File: src/rtl/vfmm_pkg.sv
package vfmm_pkg;
  localparam logic [1:0] POL_NUM     = 2'd0;
  localparam logic [1:0] POL_NANPROP = 2'd1;
  localparam logic [1:0] POL_ORDER   = 2'd2;
  localparam logic [1:0] POL_NUM_ALT = 2'd3;
endpackage

File: src/rtl/vfmm_lane.sv
module vfmm_lane #(
  parameter int EW = 8,
  parameter int MW = 23
) (
  input  logic [EW+MW:0] a,
  input  logic [EW+MW:0] b,
  input  logic           sel_max,
  input  logic [1:0]     policy,
  output logic [EW+MW:0] r,
  output logic           snan
);
  import vfmm_pkg::*;
  localparam int W = 1 + EW + MW;
  localparam logic [W-1:0] CANON = {1'b0, {EW{1'b1}}, 1'b1, {(MW-1){1'b0}}};
  localparam logic [W-1:0] QBIT  = {{(EW+1){1'b0}}, 1'b1, {(MW-1){1'b0}}};

  function automatic logic [W-1:0] order_key(input logic [W-1:0] x);
    order_key = x[W-1] ? ~x : {1'b1, x[W-2:0]};
  endfunction

  logic a_nan, b_nan, a_zero, b_zero, a_lt;
  logic [W-1:0] ordinary;

  always_comb begin
    a_nan  = (&a[W-2:MW]) && (|a[MW-1:0]);
    b_nan  = (&b[W-2:MW]) && (|b[MW-1:0]);
    a_zero = ~|a[W-2:0];
    b_zero = ~|b[W-2:0];
    snan   = (a_nan && !a[MW-1]) || (b_nan && !b[MW-1]);
    a_lt   = order_key(a) < order_key(b);
    if (sel_max) ordinary = a_lt ? b : a;
    else         ordinary = a_lt ? a : b;
    case (policy)
      POL_NANPROP: begin
        if (a_nan)      r = a | QBIT;
        else if (b_nan) r = b | QBIT;
        else            r = ordinary;
      end
      POL_ORDER: begin
        if (a_nan || b_nan || (a_zero && b_zero)) r = b;
        else                                      r = ordinary;
      end
      default: begin
        if (a_nan && b_nan) r = CANON;
        else if (a_nan)     r = b;
        else if (b_nan)     r = a;
        else                r = ordinary;
      end
    endcase
  end
endmodule

File: src/rtl/vfmm_sticky.sv
module vfmm_sticky (
  input  logic clk,
  input  logic rst,
  input  logic clr,
  input  logic set,
  output logic q
);
  always_ff @(posedge clk) begin
    if (rst) q <= 1'b0;
    else     q <= (q && !clr) || set;
  end
endmodule

File: src/rtl/vfminmax_unit.sv
module vfminmax_unit #(
  parameter int VW    = 128,
  parameter int SP_EW = 8,
  parameter int SP_MW = 23,
  parameter int DP_EW = 11,
  parameter int DP_MW = 52
) (
  input  logic          clk,
  input  logic          rst,
  input  logic          in_vld,
  input  logic [VW-1:0] op_a,
  input  logic [VW-1:0] op_b,
  input  logic          dbl,
  input  logic          sel_max,
  input  logic [1:0]    policy,
  input  logic          clr_inv,
  output logic [VW-1:0] res,
  output logic          res_vld,
  output logic          inv_flag
);
  localparam int SP_W = 1 + SP_EW + SP_MW;
  localparam int DP_W = 1 + DP_EW + DP_MW;
  localparam int NSP  = VW / SP_W;
  localparam int NDP  = VW / DP_W;

  logic [VW-1:0]  sp_res, dp_res;
  logic [NSP-1:0] sp_snan;
  logic [NDP-1:0] dp_snan;
  logic           any_snan;

  for (genvar i = 0; i < NSP; i++) begin : g_sp
    vfmm_lane #(.EW(SP_EW), .MW(SP_MW)) u_lane (
      .a(op_a[i*SP_W +: SP_W]), .b(op_b[i*SP_W +: SP_W]),
      .sel_max(sel_max), .policy(policy),
      .r(sp_res[i*SP_W +: SP_W]), .snan(sp_snan[i])
    );
  end

  for (genvar j = 0; j < NDP; j++) begin : g_dp
    vfmm_lane #(.EW(DP_EW), .MW(DP_MW)) u_lane (
      .a(op_a[j*DP_W +: DP_W]), .b(op_b[j*DP_W +: DP_W]),
      .sel_max(sel_max), .policy(policy),
      .r(dp_res[j*DP_W +: DP_W]), .snan(dp_snan[j])
    );
  end

  assign any_snan = in_vld && (dbl ? (|dp_snan) : (|sp_snan));

  always_ff @(posedge clk) begin
    if (rst) begin
      res     <= '0;
      res_vld <= 1'b0;
    end else begin
      res_vld <= in_vld;
      if (in_vld) res <= dbl ? dp_res : sp_res;
    end
  end

  vfmm_sticky u_inv (
    .clk(clk), .rst(rst), .clr(clr_inv), .set(any_snan), .q(inv_flag)
  );
endmodule

File: config.mk
export PLATFORM = sky130hd
export DESIGN_NAME = vfminmax_unit
export DESIGN_NICKNAME = d
export VERILOG_FILES = /design/src/rtl/vfmm_pkg.sv /design/src/rtl/vfmm_lane.sv /design/src/rtl/vfmm_sticky.sv /design/src/rtl/vfminmax_unit.sv
export SDC_FILE = /design/constraint.sdc
export NUM_CORES = 2
export LEC_CHECK = 0
export BUFFER_PORTS_ARGS = -buffer_cell sky130_fd_sc_hd__buf_4
export CAP_MARGIN = 20
export CORE_MARGIN = 3
export CORE_UTILIZATION = 50
export CTS_BUF_LIST = sky130_fd_sc_hd__clkbuf_16
export DETAILED_ROUTE_END_ITERATION = 12
export GPL_TIMING_DRIVEN = 1
export PLACE_DENSITY = 0.81
export SYNTH_ARGS = -nofsm -noshare
export SYNTH_HDL_FRONTEND = slang
export SYNTH_SLANG_ARGS = --single-unit
File: constraint.sdc
create_clock -name clk -period 4.5 [get_ports clk]
set_clock_uncertainty 0.05 [all_clocks]
set_input_delay 0.225 -clock clk [delete_from_list [all_inputs] [get_ports clk]]
set_output_delay 0.225 -clock clk [all_outputs]
set_load 0.01 [all_outputs]
Yosys cells after proc, flatten, opt, wreduce, memory -nomap -nowiden
Index checks and enable logic that the tools add are counted.
{ "totals": {"ff_bits": 130, "input_bits": 264, "word_cells": 217} }
{ "classes": {"order_cmp": 6, "eq_ne": 2, "mux": 74, "n_bitwise": 12, "n_reduce_logical": 120} }
{ "ops": {"columns": ["op", "count"], "rows": [
  ["two-way mux 32 bit", 44],
  ["two-way mux 64 bit", 22],
  ["NOT 32 bit", 8],
  ["NOT 64 bit", 4],
  ["case mux 32 bit (2 select lines)", 4],
  ["case mux 64 bit (2 select lines)", 2],
  ["OR reduction 63 bit", 4],
  ["OR reduction 31 bit", 8],
  ["OR reduction 52 bit", 4],
  ["OR reduction 23 bit", 8],
  ["less-than comparator 32 bit", 4],
  ["less-than comparator 64 bit", 2],
  ["two-way mux 128 bit", 1],
  ["AND reduction 8 bit", 8],
  ["AND reduction 11 bit", 4],
  ["logical AND 1 bit", 38],
  ["zero test 1 bit", 25],
  ["logical OR 1 bit", 19],
  ["OR reduction 4 bit", 1],
  ["equality test 2 x 1 -> 1 bit, second input constant", 1],
  ["equality test 2 bit, second input constant", 1],
  ["OR reduction 2 bit", 1],
  ["two-way mux 1 bit", 1]
]} }

Depth between registers and ports, before layout
{ "logic_depth": {"word_depth": 10, "ltp_mapped": 18, "ltp_nobuf": 14} }

Cells and area by module
A second synthesis with hierarchy kept.
{ "unflattened": {"cells_unflattened": 3151, "hier_area_um2": 24709.9} }
{ "modules_own_cells": {"columns": ["mod", "instances", "cells_per_inst", "area_per_inst_um2"], "rows": [
  ["vfmm_lane (g_sp[0].u_lane ...)", 4, 329, 2463.6],
  ["vfmm_lane (g_dp[0].u_lane ...)", 2, 628, 4549.4],
  ["vfminmax_unit", 1, 575, 5718.0],
  ["vfmm_sticky", 1, 4, 38.8]
]} }

Least setup slack after synthesis
OpenSTA, ideal clock, no wires.
{ "synth_timing": {"path_type": "input -> register", "from": "in op_b[127]", "to": "reg res[125]", "setup_time_ps": 127, "arrival_time_ps": 4214, "t_required_ps": 4323, "setup_slack_ps": 109, "cell_stages": 16, "path_buffers": 4, "cell_sequence": "buf_2 > buf_1 > buf_1 > xnor2_1 > ha_1 > nand4_1 > or3_1 > nor4_1 > o21ai_0 > and3_4 > xnor2_4 > buf_6 > mux2_2 > a221oi_1 > a2bb2oi_1 > o21ai_1"} }
{ "synth_via": {"elab_chain_len": 10} }
{ "synth_lines": {"columns": ["item", "line", "text"], "rows": [
  ["from (decl)", "vfminmax_unit.sv:12", "input logic [VW-1:0] op_b,"],
  ["NOT 64 bit or NOT 32 bit (tied branches)", "vfmm_lane.sv:18", "order_key = x[W-1] ? ~x : {1'b1, x[W-2:0]};"],
  ["two-way mux 64 bit or two-way mux 32 bit (tied branches)", "vfmm_lane.sv:18", null],
  ["less-than comparator 64 bit or less-than comparator 32 bit (tied branches)", "vfmm_lane.sv:30", "a_lt = order_key(a) < order_key(b);"],
  ["two-way mux 64 bit, or another cell as far along", "vfmm_lane.sv:32", "else ordinary = a_lt ? a : b;"],
  ["two-way mux 64 bit or two-way mux 32 bit (tied branches)", "vfmm_lane.sv:31", "if (sel_max) ordinary = a_lt ? b : a;"],
  ["two-way mux 64 bit or two-way mux 32 bit (tied branches)", "vfmm_lane.sv:46", "else if (b_nan) r = a;"],
  ["two-way mux 64 bit or two-way mux 32 bit (tied branches)", "vfmm_lane.sv:45", "else if (a_nan) r = b;"],
  ["two-way mux 64 bit or two-way mux 32 bit (tied branches)", "vfmm_lane.sv:44", "if (a_nan && b_nan) r = CANON;"],
  ["case mux 64 bit (2 select lines) or case mux 32 bit (2 select lines) (tied branches)", "vfmm_lane.sv:33", "case (policy)"],
  ["two-way mux 128 bit (*)", "vfminmax_unit.sv:55", "if (in_vld) res <= dbl ? dp_res : sp_res;"],
  ["to (signal assigned)", "vfminmax_unit.sv:55", null],
  ["to (decl)", "vfminmax_unit.sv:17", "output logic [VW-1:0] res,"]
]} }
Every way passes the cells marked *; elsewhere a longest branch is shown, timed or not.
A chain may end at the register's enable or synchronous reset.

Worst setup path after layout
{ "layout_timing": {"from": "in op_a[114]", "to": "reg res[64]"} }
{ "layout_via": {"elab_chain_len": 10} }
{ "layout_lines": {"columns": ["item", "line", "text"], "rows": [
  ["from (decl)", "vfminmax_unit.sv:11", "input logic [VW-1:0] op_a,"],
  ["NOT 64 bit", "vfmm_lane.sv:18", null],
  ["two-way mux 64 bit", "vfmm_lane.sv:18", null],
  ["less-than comparator 64 bit", "vfmm_lane.sv:30", null],
  ["two-way mux 64 bit, on equally long branches", "vfmm_lane.sv:32, vfmm_lane.sv:31", null],
  ["two-way mux 64 bit", "vfmm_lane.sv:31", null],
  ["two-way mux 64 bit", "vfmm_lane.sv:46", null],
  ["two-way mux 64 bit", "vfmm_lane.sv:45", null],
  ["two-way mux 64 bit", "vfmm_lane.sv:44", null],
  ["case mux 64 bit (2 select lines) (*)", "vfmm_lane.sv:33", null],
  ["two-way mux 128 bit (*)", "vfminmax_unit.sv:55", null]
]} }
Marked as above.

==> run summary <==
Most frequent CP cell -> buf_4
Input/output buffers -> 393
Most common library cells after synthesis -> 357 x a21oi_1, 351 x clkbuf_1, 347 x nand2_1
Synth Area in Adders -> 9.36%
Outcome -> complete, no violations
Synth Register Bits -> 130
Post-Syn Instances -> 3,674
Psw -> 0.00316 W
Die height -> 235 um
Total iterations of the first detailed-routing run -> 6
Ranking of synthesized cells by area -> dfxtp_1 9.9%, ha_1 9.4%, mux2i_1 8.1%, a21oi_1 6.8%, xor2_1 6.3%
Combinational power share -> 60.9%
Area fraction of the dominant cell type after synthesis -> 9.94%
Vias in the first global route -> 28,300
Sequential fraction of the synthesis area -> 9.94%
CP cell instances -> dlygate4sd3_1 > buf_4 > xor2_1 > ha_1 > nand4_1 > or3_1 > or3_1 > a31oi_1 > o21ai_0 > o211ai_1 > buf_4 > o21ai_2 > o22ai_2 > buf_4 > a21oi_1 > a21oi_1
Post-synth cell types -> 101
Vias -> 30,300
Async set-reset flop share out of synthesis -> 0%
Slowest cell on crit path -> dlygate4sd3_1
Number of synthesized flops with an enable pin -> 0
Core ar. -> 0.0516 mm2
Overflow after GRT -> 0
Largest net degree at the start of global routing -> 71
Slew Limit Fails -> 0
Die Area -> 0.0552 mm2
Clk pwr share -> 19.2%
Row count -> 83
Min cycle time layout -> 3.97 ns
PwrDens -> 233 mW/mm2
Hold crit path type -> in -> reg
Average cell area after synthesis -> 7.13 um2
Slew HR -> 24.1%
Detail Route Antenna Nets -> 0
GRT Total Usage -> 34.9%
Top FF cell, synth -> dfxtp_1
DRC violations left -> 0
Clk sink count -> 130
Worst-Margin Slew -> 1.13 ns
Biggest area consumer among synthesized cells -> dfxtp_1
CTS H-tree depth -> 4
Layout Utilization -> 58.0%
Num CTS Buffers -> 17
Crit path max fanout -> 13
Ports -> 394
Setup slack after layout -> 0.533 ns
Synth Area in Compound Gates -> 31.4%
XOR/XNOR Fraction of Synth Area -> 12.6%
Worst vdd ir -> 0.311 mV
Sw frac -> 45.4%
Setup slack after placement -> 0.205 ns
Fmax -> 252 MHz
Largest stage delay on the critical path -> 0.53 ns
Die W -> 235 um
Post-synth net total -> 4,134
Global-route wire length before repair -> 159,000 um
Post-synthesis simple-gate area fraction -> 17.3%
RePlAce Congestion -> 0.992
Filler Cell Count -> 4,794
Clock Tree Root -> clkbuf_16
Post-synthesis cell area -> 0.0262 mm2
Layout cell share with drive strength beyond 1 -> 17.5%
Yosys synthesis warning count -> 0
CTS tree -> done
Total Routed Length -> 101,000 um
Count leader, synth -> a21oi_1
CTS clk-pin slew, worst paths -> 0.06 ns
Number of vias per cell -> 6.83
Final Cycle Share -> 88.2%
LEAKAGE -> 12.4 nW
First-iteration detailed-routing DRC count -> 3,608
Sequential power share -> 19.8%
Critical Path AT -> 4.33 ns
Drt wl/cell -> 22.8 um
CP Class -> in -> reg
Syn-to-layout area delta -> 14.3%
Initial antenna violation count -> 5
Unrepaired setup endpoints after global routing -> no
Final setup vio count -> 0
Critical Path RT -> 4.87 ns
MaxCap Viol Count -> 0
Dpl hpwl -> 72,100 um
Critical path startpoint category -> input pin
Clk buf depth -> 2
Internal Power -> 0.00381 W
Initial cell density of the core -> 50.7%
Nets@finish -> 4,205
Final Hold Fails -> 0
Clk Latency, worst-skew pair -> 0.50 ns
Largest family of logic cells by synthesized area -> compound AO/OA/AOI/OAI gates
Post-synthesis mux area share -> 10.7%
Worst setup EP type -> flop
Fin Setup TNS -> 0 ns
-- per-layer routing --
metal	routed length, um	global-route usage (%)
met5	32	0
met4	5330	18.7
met3	11900	8.51
met2	45100	54.6
met1	39100	44.1
-- kinds of logic (layout without fill, tap and decap cells) --
kind of cell | count (synthesis) | count (layout)
adder cells (fa/ha/maj) | 196 | 196
AND/OR/NAND/NOR | 966 | 966
buffers and inverters | 547 | 628
multiplexers | 272 | 272
other | 0 | 4
XOR/XNOR | 375 | 375
flip-flops | 130 | 130
AO/OA/AOI/OAI | 1188 | 1188
-- repair_timing --
action                     4_1_cts  5_1_grt
resized for setup                0        0
setup endpoints to repair        0        0
hold buffers                    22        0
hold endpoints to repair        22        0
buffers inserted                 0        0
-- metrics by stage --
step,instances,area (um2),power [W],hold slack [ns]
floorplan,3674,26200,0.00426,0.353
global placement,4383,29200,0.00544,0.387
detailed placement,4383,29200,0.00551,0.394
CTS,4434,29900,0.00689,0.000385
global route,4438,29900,0.00738,0.0300
finish,4439,29900,0.00697,0.0298
-- final cells by class --
class	instances	area [um2]	share of cell area, %
Multi-Input combinational cell	2997	21400	71.6
Clock buffer	17	425	1.42
Antenna cell	4	10.0	0.0334
Clock inverter	12	78.8	0.263
Inverter	51	191	0.640
Tap cell	680	851	2.84
Sequential cell	130	2600	8.70
Timing Repair Buffer	548	4330	14.5
-- cells in the final DEF, fill, tap and decap left out, types with 54 or more instances in the layout --
cell,synthesis,routed
buf_4,14,513
a21oi_1,357,357
nand2_1,347,347
nor2_1,221,217
mux2i_1,211,211
ha_1,196,194
xor2_1,188,188
xnor2_1,186,186
o21ai_0,159,159
dfxtp_1,130,130
nand3_1,88,88
a221oi_1,68,68
nand4_1,67,67
nor3_1,67,65
o221ai_1,65,64
nor4_1,57,57
o211ai_1,54,54
-- registers in the layout, summed over array words and instances (netlist names) --
| register | count |
|---|---|
| res | 128 |
| u_inv.q | 1 |
| res_vld | 1 |
-- worst paths after layout --
| check | from | endpoint | slack [ns] | depth (start not counted) |
|---|---|---|---|---|
| worst max-delay path | op_a[114] | res[64] | 0.53 | 16 |
| worst min-delay path | op_b[76] | res[76] | 0.03 | 3 |
| worst max register to register | res[94] | res[94] | 3.32 | 3 |
| worst min register to register | res[20] | res[20] | 0.41 | 2 |
-- power groups by stage --
stage / clock network (W) / registers [W] / logic (W)
final: 0.00134 / 0.00138 / 0.00425
after global routing: 0.00140 / 0.00139 / 0.00459
after CTS: 0.00136 / 0.00138 / 0.00415
after detailed placement: 0 / 0.00140 / 0.00411
after global placement: 0 / 0.00140 / 0.00403
after floorplan: 0 / 0.00144 / 0.00282
-- worst max-delay path: cells and delay by family --
family	cells	cell delay [ns]
buffers and inverters	4	1.21
adder cells (fa/ha/maj)	1	0.28
AO/OA/AOI/OAI	7	1.62
XOR/XNOR	1	0.14
AND/OR/NAND/NOR	3	0.85
No activity file was read; power rests on OpenSTA's default activity.
